### config.mk
export PLATFORM = sky130hd
export DESIGN_NAME = sar_engine
export DESIGN_NICKNAME = d
export VERILOG_FILES = /design/src/rtl/sar_pkg.sv /design/src/rtl/sar_timer.sv /design/src/rtl/sar_approx_reg.sv /design/src/rtl/sar_engine.sv
export SDC_FILE = /design/constraint.sdc
export NUM_CORES = 1
export LEC_CHECK = 0
export BUFFER_PORTS_ARGS = -buffer_cell sky130_fd_sc_hd__buf_2
export CAP_MARGIN = 10
export CORE_AREA = 2 2 79 81
export CTS_CLUSTER_DIAMETER = 50
export DETAILED_ROUTE_END_ITERATION = 16
export DIE_AREA = 0 0 81 83
export GPL_TIMING_DRIVEN = 0
export HOLD_SLACK_MARGIN = 0.03
export PLACE_DENSITY = 0.52
export SLEW_MARGIN = 20
export SYNTH_ARGS = -nofsm -noshare
export SYNTH_HDL_FRONTEND = slang
export SYNTH_SLANG_ARGS = --single-unit
### constraint.sdc
create_clock -name clk -period 2.5 [get_ports clk]
set_input_delay 0.5 -clock clk [delete_from_list [all_inputs] [get_ports clk]]
set_output_delay 0.5 -clock clk [all_outputs]
set_load 0.05 [all_outputs]
### src/rtl/sar_pkg.sv
package sar_pkg;

  typedef enum logic [1:0] {
    PH_IDLE,
    PH_SAMPLE,
    PH_TRIAL,
    PH_SETTLE
  } sar_phase_e;

endpackage

### src/rtl/sar_timer.sv
module sar_timer
  import sar_pkg::*;
#(
  parameter int FULL_BITS     = 10,
  parameter int SHORT_BITS    = 8,
  parameter int SAMPLE_CYCLES = 60,
  parameter int TOTAL_CYCLES  = 98,
  parameter int STEP_CYCLES   = 3,
  localparam int CNT_W  = $clog2(TOTAL_CYCLES + 1),
  localparam int SUB_W  = $clog2(STEP_CYCLES + 1),
  localparam int STEP_W = $clog2(FULL_BITS + 1)
) (
  input  logic              clk,
  input  logic              rst,
  input  logic              go_i,
  input  logic              res8_i,
  output sar_phase_e        phase_o,
  output logic              load_o,
  output logic              decide_o,
  output logic              last_o,
  output logic [STEP_W-1:0] step_o,
  output logic              finish_o
);

  sar_phase_e        phase_q;
  logic [CNT_W-1:0]  cnt_q;
  logic [SUB_W-1:0]  sub_q;
  logic [STEP_W-1:0] step_q;
  logic [STEP_W-1:0] last_step;

  // Index of the final trial step for the captured resolution
  always_comb begin
    if (res8_i) last_step = STEP_W'(SHORT_BITS - 1);
    else        last_step = STEP_W'(FULL_BITS - 1);
  end

  assign load_o   = (phase_q == PH_SAMPLE) && (cnt_q == CNT_W'(SAMPLE_CYCLES));
  assign decide_o = (phase_q == PH_TRIAL) && (sub_q == SUB_W'(STEP_CYCLES - 1));
  assign last_o   = (step_q == last_step);
  assign finish_o = (phase_q != PH_IDLE) && (cnt_q == CNT_W'(TOTAL_CYCLES));
  assign phase_o  = phase_q;
  assign step_o   = step_q;

  always_ff @(posedge clk) begin
    if (rst) begin
      phase_q <= PH_IDLE;
      cnt_q   <= '0;
      sub_q   <= '0;
      step_q  <= '0;
    end else begin
      case (phase_q)
        PH_IDLE: begin
          if (go_i) begin
            phase_q <= PH_SAMPLE;
            cnt_q   <= CNT_W'(1);
          end
        end
        PH_SAMPLE: begin
          cnt_q <= cnt_q + 1'b1;
          if (load_o) begin
            phase_q <= PH_TRIAL;
            sub_q   <= '0;
            step_q  <= '0;
          end
        end
        PH_TRIAL: begin
          cnt_q <= cnt_q + 1'b1;
          if (decide_o) begin
            sub_q <= '0;
            if (last_o) phase_q <= PH_SETTLE;
            else        step_q  <= step_q + 1'b1;
          end else begin
            sub_q <= sub_q + 1'b1;
          end
        end
        default: begin
          cnt_q <= cnt_q + 1'b1;
        end
      endcase
      if (finish_o) begin
        phase_q <= PH_IDLE;
        cnt_q   <= '0;
      end
    end
  end

endmodule

### src/rtl/sar_approx_reg.sv
module sar_approx_reg #(
  parameter int FULL_BITS  = 10,
  parameter int SHORT_BITS = 8,
  localparam int STEP_W = $clog2(FULL_BITS + 1),
  localparam int LOW    = FULL_BITS - SHORT_BITS
) (
  input  logic                 clk,
  input  logic                 rst,
  input  logic                 clear_i,
  input  logic                 load_i,
  input  logic                 decide_i,
  input  logic                 last_i,
  input  logic [STEP_W-1:0]    step_i,
  input  logic                 comp_i,
  input  logic                 res8_i,
  input  logic                 finish_i,
  output logic [FULL_BITS-1:0] code_o,
  output logic [FULL_BITS-1:0] result_o
);

  logic [FULL_BITS-1:0] code_q;
  logic [FULL_BITS-1:0] result_q;
  logic [FULL_BITS-1:0] trial_sel;
  logic [FULL_BITS-1:0] next_sel;

  // One-hot selection of the bit under trial and of the one below it
  always_comb begin
    for (int i = 0; i < FULL_BITS; i++) begin
      trial_sel[i] = (int'(step_i) == FULL_BITS - 1 - i);
      next_sel[i]  = (int'(step_i) == FULL_BITS - 2 - i);
    end
  end

  for (genvar i = 0; i < FULL_BITS; i++) begin : g_bit
    localparam logic IS_TOP = (i == FULL_BITS - 1);
    always_ff @(posedge clk) begin
      if (rst || clear_i) begin
        code_q[i] <= 1'b0;
      end else if (load_i) begin
        code_q[i] <= IS_TOP;
      end else if (decide_i) begin
        if (trial_sel[i])                code_q[i] <= comp_i;
        else if (next_sel[i] && !last_i) code_q[i] <= 1'b1;
      end
    end
  end

  always_ff @(posedge clk) begin
    if (rst) begin
      result_q <= '0;
    end else if (finish_i) begin
      if (res8_i) result_q <= code_q >> LOW;
      else        result_q <= code_q;
    end
  end

  assign code_o   = code_q;
  assign result_o = result_q;

endmodule

### src/rtl/sar_engine.sv
module sar_engine
  import sar_pkg::*;
#(
  parameter int FULL_BITS     = 10,
  parameter int SHORT_BITS    = 8,
  parameter int SAMPLE_CYCLES = 60,
  parameter int TOTAL_CYCLES  = 98,
  parameter int STEP_CYCLES   = 3,
  localparam int STEP_W = $clog2(FULL_BITS + 1)
) (
  input  logic                 clk,
  input  logic                 rst,
  input  logic                 start_i,
  input  logic                 res8_i,
  input  logic                 comp_i,
  output logic                 busy_o,
  output logic                 sample_o,
  output logic [FULL_BITS-1:0] dac_code_o,
  output logic                 done_o,
  output logic [FULL_BITS-1:0] result_o
);

  sar_phase_e        phase;
  logic              go;
  logic              mode_q;
  logic              done_q;
  logic              load;
  logic              decide;
  logic              last;
  logic              finish;
  logic [STEP_W-1:0] step;

  assign go = start_i && (phase == PH_IDLE);

  // Resolution captured once per conversion
  always_ff @(posedge clk) begin
    if (rst)     mode_q <= 1'b0;
    else if (go) mode_q <= res8_i;
  end

  always_ff @(posedge clk) begin
    if (rst) done_q <= 1'b0;
    else     done_q <= finish;
  end

  sar_timer #(
    .FULL_BITS    (FULL_BITS),
    .SHORT_BITS   (SHORT_BITS),
    .SAMPLE_CYCLES(SAMPLE_CYCLES),
    .TOTAL_CYCLES (TOTAL_CYCLES),
    .STEP_CYCLES  (STEP_CYCLES)
  ) u_timer (
    .clk     (clk),
    .rst     (rst),
    .go_i    (go),
    .res8_i  (mode_q),
    .phase_o (phase),
    .load_o  (load),
    .decide_o(decide),
    .last_o  (last),
    .step_o  (step),
    .finish_o(finish)
  );

  sar_approx_reg #(
    .FULL_BITS (FULL_BITS),
    .SHORT_BITS(SHORT_BITS)
  ) u_sreg (
    .clk     (clk),
    .rst     (rst),
    .clear_i (go),
    .load_i  (load),
    .decide_i(decide),
    .last_i  (last),
    .step_i  (step),
    .comp_i  (comp_i),
    .res8_i  (mode_q),
    .finish_i(finish),
    .code_o  (dac_code_o),
    .result_o(result_o)
  );

  assign busy_o   = (phase != PH_IDLE);
  assign sample_o = (phase == PH_SAMPLE);
  assign done_o   = done_q;

endmodule

==> impl_results.md, run 1 <==
* Run status: completed
* Master of the slowest instance on the critical path: sky130_fd_sc_hd__dfxtp_1
* Overflow left after global routing at 0
* Most common library cell in the layout ignoring fill and taps: sky130_fd_sc_hd__dfxtp_1
* Placed standard-cell area at 2230 um^2
* Cts hold-fix bufs at 0
* Area of the core region at 5820 um^2
* Worst path bufs/invs at 4
* Number of buffers inserted by port buffering at 27
* Synthesized net count at 245
* Die outline area at 6720 um^2
* Kind of path behind the tightest hold check: reg -> reg
* Number of vias in the routed layout at 1,778
* Number of design rule violations left after detail routing at 0
* Worst hold stages at 2
* Startpoint class of the critical path: register
* Setup repair after global routing missed its margin: no
* Cell family with the largest share of critical-path delay: buffers and inverters
* Post-Route Skew at 2.11 ps
* Gpl congestion at 0.803
* Highest-count cells in the layout ignoring fill and taps: sky130_fd_sc_hd__dfxtp_1, sky130_fd_sc_hd__buf_2, sky130_fd_sc_hd__nand2_1, sky130_fd_sc_hd__inv_1, sky130_fd_sc_hd__o21ai_0
* First-pass GRT wire length at 7930 um
* Cell chain of the critical path: inv_1 -> ha_1 -> clkbuf_1 -> inv_1 -> buf_2
* Net switching power at 594 uW
* Level count of the clock H-tree at 2
* Final total negative setup slack at 0 ps
* Final setup margin at 290 ps
* Die boundary height at 83 um
* First element of the critical path: u_timer.phase_o[0]
* Simple logic cell fraction of the synthesized area at 0.222
* Post-route standard cell area excluding fillers at 2320 um^2
* Area growth from synthesis to layout at 15.5%
* Detail-routed via count per cell at 5.24
* Int Power at 996 uW
* Share of power burned in the clock network at 0.260
* Number of nets in the layout at 279
* Synthesized netlist cell count at 229
* FMAX at 453 MHz
* Antenna violations before repair at 0
* Number of antenna cells inserted at 0
* Slew at the pin closest to its max-slew limit at 705 ps
* Total routing usage reported by global routing at 0.147
* Number of core rows at 28
* Compound-gate portion of the synthesized area at 0.229
* Number of global-route vias before repair at 1,634
* TritonCTS Sinks at 37
* Final number of hold-violating endpoints at 0
* Pre-antenna DRT Iters at 4
* Most frequent CP cell: sky130_fd_sc_hd__inv_1
* Period utilisation layout at 0.884
* Total number of yosys warnings at 0
* Post-place setup slack at 599 ps
* Leakage power of the design at 0.000886 uW
* Start of the worst register-to-register path: u_timer.phase_o[0]
* Multiplexer share of the synthesized area at 0.0499
* Starting density of the core at 0.345
* Pwr Density at 686 nW/um^2
* Worst Path Arrival at 1710 ps
* Final critical delay including setup and external delays at 2210 ps
* Part of the power in combinational logic at 0.333
* Fin. max-slew vios at 0
* Worst path max stage delay at 350 ps
* VDD IR-drop max at 0.284 mV
* Pin count of the biggest net entering global routing at 12
* Number of library cell types mapped by synthesis at 47
* Number of buffers created by CTS at 5
* CTS tree: built
* Seq cells post-synth at 37
* Worst EP required at 2000 ps
* CP max FO at 10
* Die X-Extent at 81 um
* Sequential power share at 0.407
* Post-cts repair resize count at 0
* Crit path depth at 5
* Number of buffers added for setup after CTS at 0
* Dominant combinational cell family by area after synthesis: compound AO/OA/AOI/OAI gates
* Average footprint of a synthesized cell at 8.75 um^2
* Share of the core filled with cells at 0.398
* Slew headroom at 0.527
* Beginning of the worst hold path: u_sreg.result_o[4]
* Worst-case clock buffer depth at 2
* DRC marker count from the first detailed-route iteration at 104
* Post-synthesis xor/xnor area fraction at 0.00874
* # IOs at 28
* Critical Path End Type: primary output
* Final standard cell count with taps included and fillers excluded at 339
* Combined area of all synthesized cells at 2000 um^2
* Fraction of final layout cells with drive strength greater than 1 at 0.182
* Max-cap check violation count at 0
* Later-pin clock latency in the skew report at 290 ps
* Placed cell count at 331
* Post-DR wirelength/cell at 13.6 um
* Detail Route Antenna Nets at 0
* Area share of fa/ha/maj cells after synthesis at 0.0687
* Final setup violating endpoints at 0
* Depth of the most critical reg-to-reg path at 6
* Post-Route WL at 4620 um
* Seq/Total Area, Yosys at 0.370
* Post-detail-place hpwl at 3450 um
* CTS Root Cell: sky130_fd_sc_hd__clkbuf_8
* Switching share of total power at 0.374
* Clock transition at the registers of the reported paths at 70 ps
* Critical path class: reg -> out
area by class of cell:
cell class                 instances  area, um^2
timing repair buffer              27         135
sequential                        37         741
multi-input combinational        166        1160
inverter                          16        60.1
clock inverter                     2        10.0
tap                               75        93.8
buffer                            10        45.0
fill                             616        3500
clock buffer                       6        72.6
through the flow:
stage / hold WS, ps / power [uW]
detailed placement: 443 / 1190
global route: 477 / 1700
global placement: 430 / 1190
floorplan: 451 / 1080
finish: 455 / 1590
CTS: 461 / 1610
state kept, by name (all words and copies together) (netlist names):
name             flops
u_timer.sub_q        2
u_timer.cnt_q        7
u_sreg.code_o       10
u_timer.step_o       4
u_timer.phase_o      2
u_sreg.result_o     10
done_o               1
mode_q               1
worst paths after layout:
check                       end  slack (ps)
max                      busy_o         290
min          u_sreg.result_o[4]         450
max reg2reg  u_sreg.result_o[8]         570
min reg2reg  u_sreg.result_o[4]         450
cells by family (layout without fill, tap and decap cells):
| kind of cell | after synthesis | count (layout) |
|---|---|---|
| muxes | 10 | 10 |
| DFF | 37 | 37 |
| AOI/OAI and AO/OA | 65 | 65 |
| and+or+nand+nor | 78 | 78 |
| xor gates and xnor gates | 2 | 2 |
| buffers and inverters | 26 | 61 |
| adders and majority gates | 11 | 11 |
routing by layer:
layer  up-vias  track usage  wire length (um)
met2        41        0.229              2060
met1       828        0.200              2300
met3         6       0.0337               201
met5         -            0                 0
li1        903            -                 -
met4         0       0.0416                61
worst register-to-register path: stages, from the launching register on:
cell and delay (ps):
sky130_fd_sc_hd__dfxtp_1 390, sky130_fd_sc_hd__inv_1 90, sky130_fd_sc_hd__ha_1 260, sky130_fd_sc_hd__and4bb_2 360
sky130_fd_sc_hd__nand4b_1 360, sky130_fd_sc_hd__nor2_1 250, sky130_fd_sc_hd__a22o_1 160
cells in the mapped netlist, drive strengths merged:
master | number | share of area
and4bb | 2 | 0.012
inv | 16 | 0.030
a22o | 2 | 0.0087
buf | 4 | 0.011
o21a | 1 | 0.0037
nor3 | 9 | 0.025
nand4b | 5 | 0.022
nor2 | 15 | 0.028
or4 | 1 | 0.0037
and2 | 2 | 0.0062
o21bai | 1 | 0.0056
nand2 | 20 | 0.037
nand4 | 2 | 0.0062
nor4b | 1 | 0.012
dfxtp | 37 | 0.37
a31o | 2 | 0.0087
and4b | 2 | 0.010
and3 | 2 | 0.0062
a41o | 1 | 0.0050
a311oi | 1 | 0.0044
nor4 | 2 | 0.0062
a2111oi | 1 | 0.014
or3 | 2 | 0.0062
mux2i | 10 | 0.050
nand3b | 3 | 0.011
clkbuf | 6 | 0.011
xnor2 | 1 | 0.0044
xor2 | 1 | 0.0044
o311ai | 1 | 0.0044
o31ai | 1 | 0.0062
o21ai | 17 | 0.044
a31oi | 6 | 0.022
nand2b | 2 | 0.0062
a21o | 4 | 0.015
a211oi | 6 | 0.022
nor2b | 4 | 0.012
o31a | 1 | 0.0044
a221oi | 4 | 0.017
nand3 | 4 | 0.010
a21oi | 15 | 0.037
a2111o | 1 | 0.0056
ha | 11 | 0.069
power by group through the flow:
stage	Sequential, uW	Clock [uW]	Combinational [uW]
6_report	647	413	530
5_1_grt	652	449	596
4_1_cts	647	430	531
3_5_place_dp	661	0	529
3_3_place_gp	660	0	529
2_1_floorplan	653	0	427
No activity file was read; power rests on OpenSTA's default activity.
==> run 2: changes to the inputs <==
--- a/config.mk
+++ b/config.mk
@@ -13,6 +13,7 @@
 export DIE_AREA = 0 0 81 83
 export GPL_TIMING_DRIVEN = 0
 export HOLD_SLACK_MARGIN = 0.03
+export MAX_ROUTING_LAYER = met4
 export PLACE_DENSITY = 0.52
 export SLEW_MARGIN = 20
 export SYNTH_ARGS = -nofsm -noshare
==> impl_results.md, run 2 (synthesis gave the netlist of run 1 again) <==
* Run status: completed
* Number of buffers created by CTS at 5 (unchanged)
* Area growth from synthesis to layout at 15.5% (unchanged)
* Number of design rule violations left after detail routing at 0 (unchanged)
* Startpoint class of the critical path: register
* VDD IR-drop max at 0.284 mV (-0.12%)
* Footprint of the flip-flops and latches at 741 um^2 (unchanged)
* Highest-count cells in the layout ignoring fill and taps: sky130_fd_sc_hd__dfxtp_1, sky130_fd_sc_hd__buf_2, sky130_fd_sc_hd__nand2_1, sky130_fd_sc_hd__inv_1, sky130_fd_sc_hd__o21ai_0
* Critical path class: reg -> out
* Post-cts repair resize count at 0 (unchanged)
* Die outline area at 6720 um^2 (unchanged)
* Post-DR wirelength/cell at 13.6 um (about the same)
* Final number of hold-violating endpoints at 0 (unchanged)
* Worst-case clock buffer depth at 2 (unchanged)
* Period utilisation layout at 0.884 (about the same)
* Level count of the clock H-tree at 2 (unchanged)
* Die boundary height at 83 um (unchanged)
* CTS tree: built
* Cts hold-fix bufs at 0 (unchanged)
* Slew at the pin closest to its max-slew limit at 705 ps (+0.00334 ps)
* Overflow left after global routing at 0 (unchanged)
* Met2 global-route usage at 0.229 (unchanged)
* Number of antenna cells inserted at 0 (unchanged)
* Fraction of final layout cells with drive strength greater than 1 at 0.182 (unchanged)
* Worst Path Arrival at 1710 ps (about the same)
* Setup repair after global routing missed its margin: no
* Beginning of the worst hold path: u_sreg.result_o[4]
* R2r endpoint: u_sreg.result_o[8]
* Final-layout fill cell count at 616 (unchanged)
* Area of the multi-input gates at 1160 um^2 (unchanged)
* Detail Route Antenna Nets at 0 (unchanged)
* Met3 Usage GRT at 0.0326 (-0.00109)
* Pwr Density at 686 nW/um^2 (about the same)
* Slew headroom at 0.527 (about the same)
* TritonCTS Sinks at 37 (unchanged)
* Number of buffers added for setup after CTS at 0 (unchanged)
* Number of nets in the layout at 279 (unchanged)
* Slack of the worst reg-to-reg path at 570 ps (about the same)
* Worst hold stages at 2 (unchanged)
* Detail-routed via count per cell at 5.24 (unchanged)
* Number of buffers inserted by port buffering at 27 (unchanged)
* Max-cap check violation count at 0 (unchanged)
* Number of core rows at 28 (unchanged)
* Post-Route WL at 4620 um (about the same)
* Fin. max-slew vios at 0 (unchanged)
* Number of global-route vias before repair at 1,636 (+0.12%)
* Post-Route Skew at 2.09 ps (-0.0288 ps)
* Worst EP required at 2000 ps (about the same)
* Pre-antenna DRT Iters at 4 (unchanged)
* Final setup violating endpoints at 0 (unchanged)
* Die X-Extent at 81 um (unchanged)
* Post-detail-place hpwl at 3450 um (unchanged)
* Final critical delay including setup and external delays at 2210 ps (+0.291 ps)
* DRC marker count from the first detailed-route iteration at 116 (+12%)
* First-pass GRT wire length at 7920 um (about the same)
* Most common library cell in the layout ignoring fill and taps: sky130_fd_sc_hd__dfxtp_1
* GR Layer Usage met1 at 0.201 (+0.000668)
* Total routing usage reported by global routing at 0.151 (+0.00400)
* # IOs at 28 (unchanged)
* Number of vias in the routed layout at 1,778 (unchanged)
* Final total negative setup slack at 0 ps (unchanged)
* Kind of path behind the tightest hold check: reg -> reg
* Starting density of the core at 0.345 (unchanged)
* Overall power consumption at 1590 uW (about the same)
* Clock transition at the registers of the reported paths at 70 ps (about the same)
* Gpl congestion at 0.815 (+1.4%)
* Endpoint, Worst Hold: u_sreg.result_o[4]
* Area of the core region at 5820 um^2 (unchanged)
* Pin count of the biggest net entering global routing at 12 (unchanged)
* FMAX at 453 MHz (about the same)
* Later-pin clock latency in the skew report at 290 ps (about the same)
* Critical Path End Type: primary output
* Start of the worst register-to-register path: u_timer.phase_o[0]
* Top Usage Layer GRT: met2
* CP max FO at 10 (unchanged)
* Leakage power of the design at 0.000886 uW (unchanged)
* Antenna violations before repair at 0 (unchanged)
* Depth of the most critical reg-to-reg path at 6 (unchanged)
* CTS Root Cell: sky130_fd_sc_hd__clkbuf_8
==> run 2: cell counts in the layout (fill, tap and decap cells not counted) <==
No cell type changed its count.
==> run 2: final cells by class <==
class / instances / share of cell area
Buffer: 10 / 0.0194
Clock buffer: 6 / 0.0313
Clock inverter: 2 / 0.00432
Timing Repair Buffer: 27 / 0.0583
Inverter: 16 / 0.0259
Sequential cell: 37 / 0.320
Tap cell: 75 / 0.0405
Multi-Input combinational cell: 166 / 0.500
==> run 2: how the worst max path moves through the flow <==
stage                                   from            endpoint  slack (ps)  depth (start not counted)
final                     u_timer.phase_o[0]              busy_o         290                          5
after global routing      u_timer.phase_o[1]              busy_o         110                          5
after CTS                 u_timer.phase_o[1]              busy_o         290                          5
after detailed placement  u_timer.phase_o[0]  u_sreg.result_o[9]         600                          6
after global placement    u_timer.phase_o[0]  u_sreg.result_o[9]         580                          6
after floorplan           u_timer.phase_o[1]    u_sreg.code_o[3]         660                          6
==> run 2: worst max-delay path, cell delays in order (launching register included) <==
cell	delay, ps
sky130_fd_sc_hd__dfxtp_1	350
sky130_fd_sc_hd__inv_1	90
sky130_fd_sc_hd__ha_1	250
sky130_fd_sc_hd__clkbuf_1	340
sky130_fd_sc_hd__inv_1	150
sky130_fd_sc_hd__buf_2	240
==> run 2: per-stage QoR <==
stage | util | instance area [um^2] | std cells | worst slack [ps] | hold slack [ps]
after global routing | 0.398 | 2320 | 339 | 109 | 477
after global placement | 0.384 | 2230 | 331 | 585 | 430
after detailed placement | 0.384 | 2230 | 331 | 599 | 443
final | 0.398 | 2320 | 339 | 290 | 455
after CTS | 0.398 | 2320 | 339 | 294 | 461
after floorplan | - | 2000 | 229 | 664 | 451
==> run 2: layer usage <==
metal / up-vias / part of all wire
met2: 41 / 0.45
li1: 903 / -
met3: 6 / 0.042
met1: 828 / 0.50
met5: - / 0
met4: 0 / 0.013
==> run 2: report_power, final <==
group | switching [uW] | internal, uW | total [uW]
Combinational | 344 | 186 | 530
Clock | 219 | 193 | 413
Sequential | 30.7 | 616 | 647
